## src/rtl/pwm_bank_pkg.sv

```systemverilog
package pwm_bank_pkg;
    localparam int CNT_W   = 8;
    localparam int CNT_MAX = (1 << CNT_W) - 1;

    typedef enum logic {
        ST_IDLE = 1'b0,
        ST_RUN  = 1'b1
    } run_state_e;
endpackage

```

## src/rtl/pwm_bank_regs.sv

```systemverilog
module pwm_bank_regs
    import pwm_bank_pkg::*;
#(
    parameter int NCH = 4,
    parameter int AW  = 8,
    parameter int DW  = 32,
    parameter logic [AW-1:0] CTRL_OFF = 'h20
) (
    input  logic                        clk,
    input  logic                        rst_n,
    input  logic                        wr_en,
    input  logic                        rd_en,
    input  logic [AW-1:0]               addr,
    input  logic [DW-1:0]               wdata,
    output logic [DW-1:0]               rdata,
    output logic                        run_bit,
    output logic [CNT_W-1:0]            div_val,
    output logic [NCH-1:0][CNT_W-1:0]   duty_val
);
    localparam int PS_LO   = 0;
    localparam int RUN_POS = 9;
    localparam int PS_HI   = 11;

    logic unused_wdata_bits;
    assign unused_wdata_bits = ^{wdata[DW-1:15], wdata[10], wdata[8]};

    always_ff @(posedge clk) begin
        if (!rst_n) begin
            run_bit  <= 1'b0;
            div_val  <= '0;
            duty_val <= '0;
        end else if (wr_en) begin
            if (addr == CTRL_OFF) begin
                run_bit      <= wdata[RUN_POS];
                div_val[3:0] <= wdata[PS_LO+3:PS_LO];
                div_val[7:4] <= wdata[PS_HI+3:PS_HI];
            end
            for (int c = 0; c < NCH; c++) begin
                if (addr == AW'(4 * c)) begin
                    duty_val[c] <= wdata[CNT_W-1:0];
                end
            end
        end
    end

    always_comb begin
        rdata = '0;
        if (rd_en) begin
            if (addr == CTRL_OFF) begin
                rdata[PS_LO+3:PS_LO] = div_val[3:0];
                rdata[RUN_POS]       = run_bit;
                rdata[PS_HI+3:PS_HI] = div_val[7:4];
            end
            for (int c = 0; c < NCH; c++) begin
                if (addr == AW'(4 * c)) begin
                    rdata[CNT_W-1:0] = duty_val[c];
                end
            end
        end
    end
endmodule

```

## src/rtl/pwm_bank_timebase.sv

```systemverilog
module pwm_bank_timebase
    import pwm_bank_pkg::*;
(
    input  logic             clk,
    input  logic             rst_n,
    input  logic             run_bit,
    input  logic [CNT_W-1:0] div_val,
    output logic             run,
    output logic [CNT_W-1:0] cnt,
    output logic             load
);
    run_state_e      state_q, state_d;
    logic [CNT_W-1:0] pre_q;
    logic [CNT_W-1:0] div_act_q;
    logic             tick;
    logic             wrap;

    // state register
    always_ff @(posedge clk) begin
        if (!rst_n) state_q <= ST_IDLE;
        else        state_q <= state_d;
    end

    // next state: START when run bit set, STOP when cleared
    always_comb begin
        state_d = state_q;
        unique case (state_q)
            ST_IDLE: if (run_bit)  state_d = ST_RUN;
            ST_RUN:  if (!run_bit) state_d = ST_IDLE;
            default: state_d = ST_IDLE;
        endcase
    end

    assign tick = (pre_q == div_act_q);
    assign wrap = tick && (cnt == CNT_W'(CNT_MAX));

    always_ff @(posedge clk) begin
        if (!rst_n) begin
            pre_q     <= '0;
            cnt       <= '0;
            div_act_q <= '0;
        end else if (state_q == ST_IDLE) begin
            pre_q     <= '0;
            cnt       <= '0;
            div_act_q <= div_val;
        end else if (tick) begin
            pre_q <= '0;
            cnt   <= cnt + 1'b1;
            if (wrap) div_act_q <= div_val;
        end else begin
            pre_q <= pre_q + 1'b1;
        end
    end

    // output process
    always_comb begin
        run  = (state_q == ST_RUN);
        load = (state_q == ST_IDLE) || wrap;
    end
endmodule

```

## src/rtl/pwm_bank_chan.sv

```systemverilog
module pwm_bank_chan
    import pwm_bank_pkg::*;
(
    input  logic             clk,
    input  logic             rst_n,
    input  logic             run,
    input  logic             load,
    input  logic [CNT_W-1:0] cnt,
    input  logic [CNT_W-1:0] duty_val,
    output logic             pwm
);
    logic [CNT_W-1:0] duty_act_q;

    always_ff @(posedge clk) begin
        if (!rst_n)    duty_act_q <= '0;
        else if (load) duty_act_q <= duty_val;
    end

    always_comb begin
        pwm = run && (cnt <= duty_act_q);
    end
endmodule

```

## src/rtl/pwm_bank.sv

```systemverilog
module pwm_bank
    import pwm_bank_pkg::*;
#(
    parameter int NCH = 4,
    parameter int AW  = 8,
    parameter int DW  = 32
) (
    input  logic           clk,
    input  logic           rst_n,
    input  logic           wr_en,
    input  logic           rd_en,
    input  logic [AW-1:0]  addr,
    input  logic [DW-1:0]  wdata,
    output logic [DW-1:0]  rdata,
    output logic [NCH-1:0] pwm_out
);
    logic                      ctrl_en;
    logic [CNT_W-1:0]          div_val;
    logic [NCH-1:0][CNT_W-1:0] duty_val;
    logic                      run;
    logic                      load;
    logic [CNT_W-1:0]          cnt;

    pwm_bank_regs #(.NCH(NCH), .AW(AW), .DW(DW)) u_regs (
        .clk      (clk),
        .rst_n    (rst_n),
        .wr_en    (wr_en),
        .rd_en    (rd_en),
        .addr     (addr),
        .wdata    (wdata),
        .rdata    (rdata),
        .run_bit  (ctrl_en),
        .div_val  (div_val),
        .duty_val (duty_val)
    );

    pwm_bank_timebase u_tb (
        .clk     (clk),
        .rst_n   (rst_n),
        .run_bit (ctrl_en),
        .div_val (div_val),
        .run     (run),
        .cnt     (cnt),
        .load    (load)
    );

    for (genvar g = 0; g < NCH; g++) begin : g_chan
        pwm_bank_chan u_chan (
            .clk      (clk),
            .rst_n    (rst_n),
            .run      (run),
            .load     (load),
            .cnt      (cnt),
            .duty_val (duty_val[g]),
            .pwm      (pwm_out[g])
        );
    end
endmodule

```

## config.mk

```make
export PLATFORM = sky130hd
export DESIGN_NAME = pwm_bank
export DESIGN_NICKNAME = d
export VERILOG_FILES = /design/src/rtl/pwm_bank_pkg.sv /design/src/rtl/pwm_bank_regs.sv /design/src/rtl/pwm_bank_timebase.sv /design/src/rtl/pwm_bank_chan.sv /design/src/rtl/pwm_bank.sv
export SDC_FILE = /design/constraint.sdc
export NUM_CORES = 1
export LEC_CHECK = 0
export BUFFER_PORTS_ARGS = -buffer_cell sky130_fd_sc_hd__buf_4
export CAP_MARGIN = 20
export CORE_MARGIN = 10
export CORE_UTILIZATION = 40
export DETAILED_ROUTE_END_ITERATION = 8
export SLEW_MARGIN = 20
export SYNTH_ARGS = -nofsm -noshare
export SYNTH_HDL_FRONTEND = slang
export SYNTH_SLANG_ARGS = --single-unit
```

## constraint.sdc

```tcl
create_clock -name clk -period 4 [get_ports clk]
set_input_delay 0.8 -clock clk [delete_from_list [all_inputs] [get_ports clk]]
set_output_delay 0.8 -clock clk [all_outputs]
set_load 0.02 [all_outputs]
```

==> results by group, run 1 <==
Worst setup path
  • Critical path's top delay family: simple AND/OR/NAND/NOR gates
  • Crit Path Max Fanout: 8
  • Setup CP Type: input port to output pin
  • Worst Reg-to-Reg Cells: 6
  • CP arrival: approximately 2.4 ns
  • Crit-path most repeated cell: buf_4
  • Slowest cell on crit path: or3_1
  • Crit. End Element: output pin
  • FF-to-FF setup slack: 1.66 ns
  • Worst path buffer plus inverter count: 2
  • CP Data Required Time: 3.20 ns
  • Largest stage delay, worst path: 0.43 ns
  • Worst setup SP type: input port
  • Worst r2r dst: g_chan[3].u_chan.duty_act_q[6]$_SDFFE_PN0P_
  • R2r startpoint: u_tb.cnt[2]$_SDFFE_PN0P_
  • CP cell instances: buf_4, or3_1, nor4_4, o311a_1, o21ai_0, a21oi_1, buf_4

GRT
  • GRT Total Usage: 13.2%
  • Largest net degree at the start of global routing: between 80 and 90
  • First-pass GRT wire length: 19,600 um
  • Antenna violations before repair: 0
  • Total grt overflow: 0
  • Vias in the first global route: 3,876

Detailed routing
  • Final WL: 11,500 um
  • DRC errors left: 0
  • DR vias: 3,761
  • Starting DRT DRC Count: about 200
  • Vias per cell: 4.97
  • Routed WL per cell: between 15 and 20 um
  • DRT Pass-1 Iters: 4
  • Post-route ant nets: 0

Floorplanning
  • Die H: 134 um
  • Initial Util: between 40% and 50%
  • IO Pins: 80
  • DIE AREA: 18,000 um2
  • Row Count: 41
  • Core Area: 12,700 um2
  • Horiz. Die Dim: 134 um

Synth
  • Synth Warn #: 0
  • Main combinational cell family by area after synthesis: simple AND/OR/NAND/NOR gates
  • Adder-Cell Fraction of Synth Area: 8.18%
  • Post-Syn Area per Cell: 9.37 um2
  • Most frequent cells after synthesis: dfxtp_1 (98), mux2i_1 (65), nor2b_1 (61)
  • Ranking of synthesized cells by area: dfxtp_1 (38%), mux2i_1 (13%), ha_1 (8.2%)
  • Most common cell in the netlist: dfxtp_1
  • Seq/Total Area, Yosys: 37.7%
  • EDFF count, synth: 0
  • Most common flop cell mapped by yosys: dfxtp_1
  • Async SR Flop Fraction: 0%
  • Area leader, netlist: dfxtp_1
  • Mapped cell area: 5200 um2
  • Multiplexer share of the synthesized area: roughly 14%
  • Distinct cells, synth: 39
  • Mapped Cells: 555
  • Post-Synth Simple-Gate Area: 20.8%
  • Synth Area in Compound Gates: 7.27%
  • Post-Synth XOR/XNOR Area: 3.54%
  • Area share of the largest cell type after synthesis: between 30% and 40%
  • Yosys reg bits: 98

Timing
  • Crit path time final: approximately 3.2 ns
  • Clk_skew: 0.00788 ns
  • RSZ-0062 raised after global routing: false
  • Setup_tns: 0 ns
  • Worst Tran Pin Value: 0.730 ns
  • Tcrit/Tclk final: 79.8%
  • Hold Fails Final Rpt: 0
  • Finish-stage setup viols: 0
  • Slew HR: roughly half
  • Max Slew Vio Count: 0
  • Fmax: about 310 MHz
  • Fin Hold WS: approximately 0.47 ns

Placement
  • Gpl congestion: 0.787
  • Detail Placement HPWL: 8690 um
  • Post-Place Cells: 742
  • Port Buffers: 41

Clock tree
  • Clk sinks: between 90 and 100
  • Clk_lat worst skew: 0.34 ns
  • CTS root buf: clkbuf_16
  • Clock transition at the registers of the reported paths: 0.06 ns
  • Post-CTS sizing: 0
  • CTS tree: done
  • Max clock buf depth: 2
  • Htree depth: 3
  • Setup bufs post-CTS: 0
  • Hold-fix buffers, CTS: 0
  • Number of buffers created by CTS: 9

Final layout
  • Register Area: 1960 um2
  • Final std cells w/o fill: 757
  • # fillers: 1,235
  • Final cell utilization of the core: 45.8%
  • Final nets: 659
  • Syn-to-layout area delta: 11.6%
  • Share of cells above drive strength 1: 11.8%
  • Antenna cells: 0
  • Area of the multi-input gates: 2880 um2

Run status
  • Status: finished clean

Power and ir drop
  • P_leak: 2.56 nW
  • VDD IR max: 0.204 mV
  • Power Dens Cells: 330 nW/um2
  • Tot Pwr: 1.91 mW

Hold path
  • Hold worst-path end: u_regs.div_val[4]$_SDFFE_PN0P_
  • Hold Crit Start: u_regs.div_val[4]$_SDFFE_PN0P_
  • Hold Crit Class: register to register
  • Hold Path Stages: 2

Flow run
  • Max-Cap Viols: 0
## power by group
group	total, mW	internal (mW)	switching [mW]
Sequential	0.977	0.976	0.000607
Combinational	0.0839	0.0307	0.0532
Clock	0.852	0.499	0.352
Total	1.91	1.51	0.406
## routing by layer
metal / global-route usage [%] / wire length, um / up-vias
met1: 16.6 / 5580 / 1740
met2: 21.4 / 5280 / 80
li1: - / - / 1926
met3: 3.10 / 433 / 15
met4: 5.08 / 199 / 0
met5: 0 / 0 / -
## kinds of logic after synthesis
group | after synthesis
and+or+nand+nor | 189
DFF | 98
buffers and inverters | 80
muxes | 69
AOI/OAI and AO/OA | 63
adders and majority gates | 34
xor gates and xnor gates | 21
other | 1
## worst register-to-register path: cells and delay by family, from the launching register on
family	cells	cell delay, ns
mux	1	0.28
simple gates	3	0.53
flops	1	0.57
compound gates	1	0.22
buf+inv	1	0.63
## sequential cells by signal (all words and copies together) (netlist names)
| signal | count |
|---|---|
| u_tb.cnt | 8 |
| g_chan.u_chan.duty_act_q | 32 |
| u_regs.run_bit | 1 |
| u_tb.pre_q | 8 |
| u_tb.div_act_q | 8 |
| u_regs.duty_val | 32 |
| u_regs.div_val | 8 |
| u_tb.run | 1 |
## area by class of cell
cell class / instances / share of cell area [%]
multi-input cells: 395 / 49.7
flip-flops and latches: 98 / 33.8
repair buffers: 44 / 5.70
clock buffers: 13 / 4.31
well taps: 172 / 3.71
inverters: 33 / 2.14
clock inverters: 2 / 0.647
## worst max-delay path by stage
stage	slack, ns	cells past startpoint	end	startpoint
after floorplan	0.98	5	rdata[2]	addr[4]
after global placement	0.82	7	rdata[3]	addr[4]
after detailed placement	0.80	7	rdata[3]	addr[4]
after CTS	0.77	7	rdata[3]	addr[4]
after global routing	0.66	7	rdata[3]	addr[4]
final	0.81	7	rdata[3]	addr[4]
## metrics by stage
step	setup WS, ns	cell area [um2]
after floorplan	0.980	5270
after global placement	0.815	5510
after detailed placement	0.796	5510
after CTS	0.773	5800
after global routing	0.663	5800
final	0.806	5800
## cell usage in the layout (no fill, tap or decap), drive strengths merged, types with 11 or more instances in the layout
cell type / synthesis / routed
dfxtp: 98 / 98
conb: 1 / 19
nand2: 32 / 32
nand4: 14 / 14
and2: 11 / 11
nor2b: 61 / 61
nor2: 20 / 20
xnor2: 13 / 13
nand3: 30 / 30
clkbuf: 14 / 13
ha: 34 / 34
inv: 33 / 33
buf: 33 / 44
mux2i: 65 / 65
o21ai: 26 / 26
a21oi: 20 / 20
Note: power is estimated with default switching activity, not from simulation.
==> run 2, diff against run 1 <==
- clock period: 4 -> 2.6 ns (I/O delays scaled with it)
==> run 2 against run 1 <==
  * Sequential power increased by 54%
  * Register-to-register slack worse by 1.1 ns
  * Cell count up 1.3%
  * Non-clock buffer count rose by 9
  * Critical path depth is 1 higher
  * Clock power grew 71%
  * Count of clock-buffer cells in the layout fell by 3
  * Power up 62%
  * Design area up 2.5%
  * Highest routed layer unchanged
==> results by group, run 2 (same netlist as run 1, synthesis figures left out) <==
Power and ir drop
  • VDD IR max: 0.389 mV (was 0.204 mV)
  • P_leak: 2.63 nW (was 2.56 nW)
  • Power Dens Cells: 521 nW/um2 (was 330 nW/um2)
  • Tot Pwr: 3.10 mW (was 1.91 mW)

GRT
  • Met1 Use GR: 16.5% (was 16.6%)
  • GRT busiest layer: met2 (unchanged)
  • Antenna violations before repair: 0 (unchanged)
  • Vias in the first global route: 3,883 (was 3,876)
  • Met3 usage: 4.78% (was 3.10%)
  • GRT Total Usage: 13.5% (was 13.2%)
  • Met2 Use GR: 21.7% (was 21.4%)
  • Largest net degree at the start of global routing: 41 (was 82)
  • Total grt overflow: 0 (unchanged)
  • First-pass GRT wire length: 19,800 um (was 19,600 um)

Timing
  • Worst Tran Pin Value: 0.594 ns (was 0.730 ns)
  • Final WS setup: 0.109 ns (was 0.806 ns)
  • Finish-stage setup viols: 0 (unchanged)
  • Setup_tns: 0 ns (unchanged)
  • Fmax: approximately 400 MHz
  • Clk_skew: 0.00722 ns (was 0.00788 ns)
  • Max Slew Vio Count: 0 (unchanged)
  • Crit path time final: 2.49 ns
  • Tcrit/Tclk final: 95.8%
  • Hold Fails Final Rpt: 0 (unchanged)
  • RSZ-0062 raised after global routing: false (unchanged)
  • Slew HR: 60.3% (was 51.3%)

Placement
  • Post-Place Cells: 748 (was 742)
  • Detail Placement HPWL: 8910 um (was 8690 um)
  • Gpl congestion: 0.782 (was 0.787)
  • DP Worst Slack: 0.0560 ns (was 0.796 ns)
  • Port Buffers: 41 (unchanged)

Floorplanning
  • DIE AREA: 18,000 um2 (unchanged)
  • Row Count: 41 (unchanged)
  • IO Pins: 80 (unchanged)
  • Horiz. Die Dim: 134 um (unchanged)
  • Initial Util: 41.0% (unchanged)
  • Core Area: 12,700 um2 (unchanged)
  • Die H: 134 um (unchanged)

Clock tree
  • Clk_lat worst skew: 0.35 ns (was 0.34 ns)
  • Htree depth: 3 (unchanged)
  • Hold-fix buffers, CTS: 0 (unchanged)
  • Clock transition at the registers of the reported paths: 0.06 ns (about the same)
  • CTS tree: done (unchanged)
  • Clk sinks: 98 (unchanged)
  • Max clock buf depth: 2 (unchanged)
  • CTS root buf: clkbuf_16 (unchanged)
  • Number of buffers created by CTS: 9 (unchanged)

Worst setup path
  • Crit. End Element: output pin (unchanged)
  • CP arrival: 1.97 ns (was 2.39 ns)
  • CP Data Required Time: 2.08 ns (was 3.20 ns)
  • CP cell instances: buf_4, or3_4, nor4_4, buf_6, o311a_1, o21ai_0, a21oi_1, buf_4 (was buf_4, or3_1, nor4_4, o311a_1, o21ai_0, a21oi_1, buf_4)
  • Slowest cell on crit path: or3_4 (was or3_1)
  • Worst setup SP type: input port (unchanged)
  • Worst path buffer plus inverter count: 3 (was 2)
  • Crit Path Max Fanout: 8 (unchanged)
  • Crit-path most repeated cell: buf_4 (unchanged)
  • Critical path's top delay family: simple AND/OR/NAND/NOR gates (unchanged)
  • Largest stage delay, worst path: 0.40 ns (was 0.43 ns)
  • Setup CP Type: input port to output pin (unchanged)

Detailed routing
  • Starting DRT DRC Count: 177 (was 206)
  • Vias per cell: 4.97 (about the same)
  • DRC errors left: 0 (unchanged)
  • DR vias: 3,815 (was 3,761)
  • Routed WL per cell: 15.2 um (about the same)
  • DRT Pass-1 Iters: 4 (unchanged)
  • Final WL: 11,700 um (was 11,500 um)
  • Post-route ant nets: 0 (unchanged)

Final layout
  • Syn-to-layout area delta: 14.4% (was 11.6%)
  • Commonest non-fill, non-tap cell in the layout: dfxtp_1 (unchanged)
  • Largest regs: g_chan.u_chan.duty_act_q (32), u_regs.duty_val (32) (unchanged)
  • Final std cells w/o fill: 767 (was 757)
  • Most frequent cells in the layout: dfxtp_1 (96), mux2i_1 (65), nor2b_1 (61), buf_4 (50), ha_1 (34) (was dfxtp_1 (98), mux2i_1 (65), nor2b_1 (61), buf_4 (44), ha_1 (34))
  • Antenna cells: 0 (unchanged)
  • Final cell utilization of the core: 46.9% (was 45.8%)
  • Share of cells above drive strength 1: 14.3% (was 11.8%)
  • Final nets: 668 (was 659)

Flow run
  • Max-Cap Viols: 0 (unchanged)

Hold path
  • Hold Crit Class: input port to register (was register to register)

Run status
  • Status: finished clean (unchanged)
[run 2: changes by cell type in the layout (fill, tap and decap cells not counted), moves of 2 or more]
cell,change
buf_4,+6
dfxtp_1,-2
clkbuf_1,-3
buf_12,+2
[run 2: metal layers]
metal  share of wire [%]  up-vias
met5                   0        -
li1                    -     1947
met4                 1.5        0
met3                 4.5       12
met2                  46       79
met1                  48     1777
[run 2: layout make-up]
cell class                      count  area (um2)
Inverter                           33         124
Fill cell                        1231        6730
Clock buffer                       10         239
Clock inverter                      6        88.8
Timing Repair Buffer               53         427
Tap cell                          172         215
Sequential cell                    98        1970
Multi-Input combinational cell    395        2890
[run 2: through the flow]
stage	hold slack [ns]	area (um2)
floorplan	0.438	5270
global placement	0.458	5570
detailed placement	0.464	5570
CTS	0.369	5900
global route	0.371	5950
finish	0.380	5950
[run 2: report_power, final]
group,switching (mW),leakage (nW),total [mW],internal [mW]
combinational,0.0836,1.69,0.134,0.0508
sequential,0.000927,0.790,1.50,1.50
clock,0.592,0.155,1.46,0.871
total,0.676,2.63,3.10,2.42
[run 2: final timing paths]
kind / startpoint / cells past startpoint / endpoint / slack (ns)
setup / recovery: addr[4] / 8 / rdata[2] / 0.11
hold / removal: wdata[9] / 3 / u_regs.run_bit$_SDFFE_PN0P_ / 0.38
setup reg to reg: u_tb.cnt[2]$_SDFFE_PN0P_ / 6 / u_tb.div_act_q[6]$_SDFFE_PN0P_ / 0.52
hold reg to reg: u_regs.div_val[4]$_SDFFE_PN0P_ / 2 / u_regs.div_val[4]$_SDFFE_PN0P_ / 0.47
[run 2: worst register-to-register path, stage by stage (launching register included)]
cell	delay, ns
dfxtp_1	0.55
and4_2	0.33
nand3_1	0.13
o41ai_4	0.31
buf_12	0.32
mux2i_1	0.29
nor2b_1	0.06
[run 2: repair_timing]
action / in CTS / in global routing
setup buffers: 0 / 3
pin swaps: 0 / 1
endpoints found under the setup margin: 1 / 5
resized for setup: 1 / 4
==> run 3, diff against run 2 <==
- SETUP_SLACK_MARGIN: not set -> 0.2
==> run 3 against run 2 <==
  * Sequential cell count is the same
  * Global-route usage shrank 0.26 points
  * Sequential power about the same
  * Register-to-register slack better by 0.08 ns
  * Utilization up 1.2 points
  * Count of clock-buffer cells in the layout up 1
  * Wire length shrank 0.70%
  * Design area rose by 2.5%
  * First-iteration DRC count is 6.2% lower
  * Clock skew decreased by 0.0011 ns
  * Clock power down 3%
  * Power decreased by 1.5%
  * Highest routed layer unchanged
==> results by group, run 3 (same netlist as run 1, synthesis figures left out) <==
Floorplanning
  • Core Area: 12,700 um2 (unchanged)
  • DIE AREA: 18,000 um2 (unchanged)
  • Row Count: 41 (unchanged)
  • Die H: 134 um (unchanged)
  • Horiz. Die Dim: 134 um (unchanged)
  • IO Pins: 80 (unchanged)
  • Initial Util: 41.0% (unchanged)

Clock tree
  • Clk_lat worst skew: 0.34 ns (was 0.35 ns)
  • CTS root buf: clkbuf_16 (unchanged)
  • Number of buffers created by CTS: 9 (unchanged)
  • Hold-fix buffers, CTS: 0 (unchanged)
  • Htree depth: 3 (unchanged)
  • Max clock buf depth: 2 (unchanged)
  • Clk sinks: 98 (unchanged)
  • CTS tree: done (unchanged)
  • Clock transition at the registers of the reported paths: 0.06 ns (about the same)

Final layout
  • Area of the multi-input gates: 3010 um2 (was 2890 um2)
  • # fillers: 1,193 (was 1,231)
  • Share of cells above drive strength 1: 18.9% (was 14.3%)
  • Commonest non-fill, non-tap cell in the layout: dfxtp_1 (unchanged)
  • Largest regs: g_chan.u_chan.duty_act_q (32), u_regs.duty_val (32) (unchanged)
  • Final cell utilization of the core: 48.1% (was 46.9%)
  • Most frequent cells in the layout: dfxtp_1 (87), mux2i_1 (65), nor2b_1 (60), buf_4 (41), inv_1 (32) (was dfxtp_1 (96), mux2i_1 (65), nor2b_1 (61), buf_4 (50), ha_1 (34))
  • Antenna cells: 0 (unchanged)
  • Register Area: 1980 um2 (was 1970 um2)
  • Syn-to-layout area delta: 17.3% (was 14.4%)
  • Final nets: 669 (was 668)

GRT
  • GRT Total Usage: 13.2% (was 13.5%)
  • Antenna violations before repair: 0 (unchanged)
  • First-pass GRT wire length: 19,700 um (was 19,800 um)
  • Total grt overflow: 0 (unchanged)
  • Vias in the first global route: 3,937 (was 3,883)
  • Largest net degree at the start of global routing: 42 (was 41)

Detailed routing
  • DRT Pass-1 Iters: 4 (unchanged)
  • Starting DRT DRC Count: 166 (was 177)
  • Routed WL per cell: 15.2 um (about the same)
  • DR vias: 3,791 (was 3,815)
  • Post-route ant nets: 0 (unchanged)
  • Vias per cell: 4.95 (was 4.97)
  • Final WL: 11,600 um (was 11,700 um)
  • DRC errors left: 0 (unchanged)

Worst setup path
  • Crit. End Element: output pin (unchanged)
  • CP Data Required Time: 2.08 ns (about the same)
  • Setup CP Type: input port to output pin (unchanged)
  • Crit Path Max Fanout: 5 (was 8)
  • CP arrival: 1.93 ns (was 1.97 ns)
  • Worst setup SP type: input port (unchanged)

Timing
  • Clk_skew: 0.00613 ns (was 0.00722 ns)
  • Setup_tns: 0 ns (unchanged)
  • Crit path time final: 2.45 ns (was 2.49 ns)
  • Hold Fails Final Rpt: 0 (unchanged)
  • RSZ-0062 raised after global routing: true (was false)
  • Finish-stage setup viols: 0 (unchanged)
  • Tcrit/Tclk final: 94.1% (was 95.8%)
  • Fin Hold WS: 0.387 ns (was 0.380 ns)
  • Fmax: 409 MHz (was 402 MHz)
  • Worst Tran Pin Value: 0.579 ns (was 0.594 ns)
  • Final WS setup: 0.155 ns (was 0.109 ns)
  • Slew HR: 61.3% (was 60.3%)
  • Max Slew Vio Count: 0 (unchanged)

Placement
  • Gpl congestion: 0.783 (was 0.782)
  • Detail Placement HPWL: 8730 um (was 8910 um)
  • DP Worst Slack: -0.0450 ns (was 0.0560 ns)
  • Port Buffers: 41 (unchanged)

Power and ir drop
  • P_leak: 2.68 nW (was 2.63 nW)
  • Power Dens Cells: 501 nW/um2 (was 521 nW/um2)
  • VDD IR max: 0.297 mV (was 0.389 mV)
  • Tot Pwr: 3.05 mW (was 3.10 mW)

Hold path
  • Hold Crit Class: input port to register (unchanged)

Run status
  • Status: finished clean (unchanged)

Flow run
  • Max-Cap Viols: 0 (unchanged)
[run 3: critical path: stages]
cell and delay (ns):
buf_6 0.09, or3_4 0.41, nor4_4 0.16, buf_6 0.17
buf_4 0.13, o211ai_1 0.10, a21oi_2 0.20, buf_6 0.14
[run 3: timing repair]
| action | CTS | global route |
|---|---|---|
| hold endpoints to repair | 0 | 0 |
| resized for setup | 20 | 32 |
| setup endpoints to repair | 14 | 14 |
| buffers inserted | 3 | 1 |
| pin swaps | 8 | 14 |
[run 3: final timing paths]
kind | from | end | slack (ns) | cells after the start
min reg2reg | u_regs.div_val[7]$_SDFFE_PN0P_ | u_regs.div_val[7]$_SDFFE_PN0P_ | 0.47 | 2
min | wdata[9] | u_regs.run_bit$_SDFFE_PN0P_ | 0.39 | 3
max reg2reg | u_tb.pre_q[1]$_SDFF_PP0_ | g_chan[1].u_chan.duty_act_q[3]$_SDFFE_PN0P_ | 0.60 | 6
max | addr[4] | rdata[3] | 0.15 | 8
[run 3: stage by stage]
stage,cell area [um2],cells
6_report,6100,766
4_1_cts,5990,765
5_1_grt,6100,766
3_5_place_dp,5580,748
3_3_place_gp,5580,748
2_1_floorplan,5280,573
[run 3: where the power goes]
| part | total, mW | internal [mW] | switching, mW |
|---|---|---|---|
| sequential | 1.50 | 1.50 | 0.000925 |
| clock | 1.41 | 0.858 | 0.554 |
| combinational | 0.140 | 0.0528 | 0.0869 |
| total | 3.05 | 2.41 | 0.642 |
[run 3: area by class of cell]
cell class / instances / share of cell area [%]
multi-input combinational: 395 / 49.3
clock inverter: 3 / 1.07
sequential: 98 / 32.5
timing repair buffer: 54 / 7.59
clock buffer: 11 / 3.98
tap: 172 / 3.53
inverter: 33 / 2.03
[run 3: metal layers]
metal	vias up	global-route usage, %	share of wire [%]
met4	0	4.59	1.4
li1	1941	-	-
met3	13	3.44	5.3
met5	-	0	0
met2	82	21.0	45
met1	1755	17.0	48
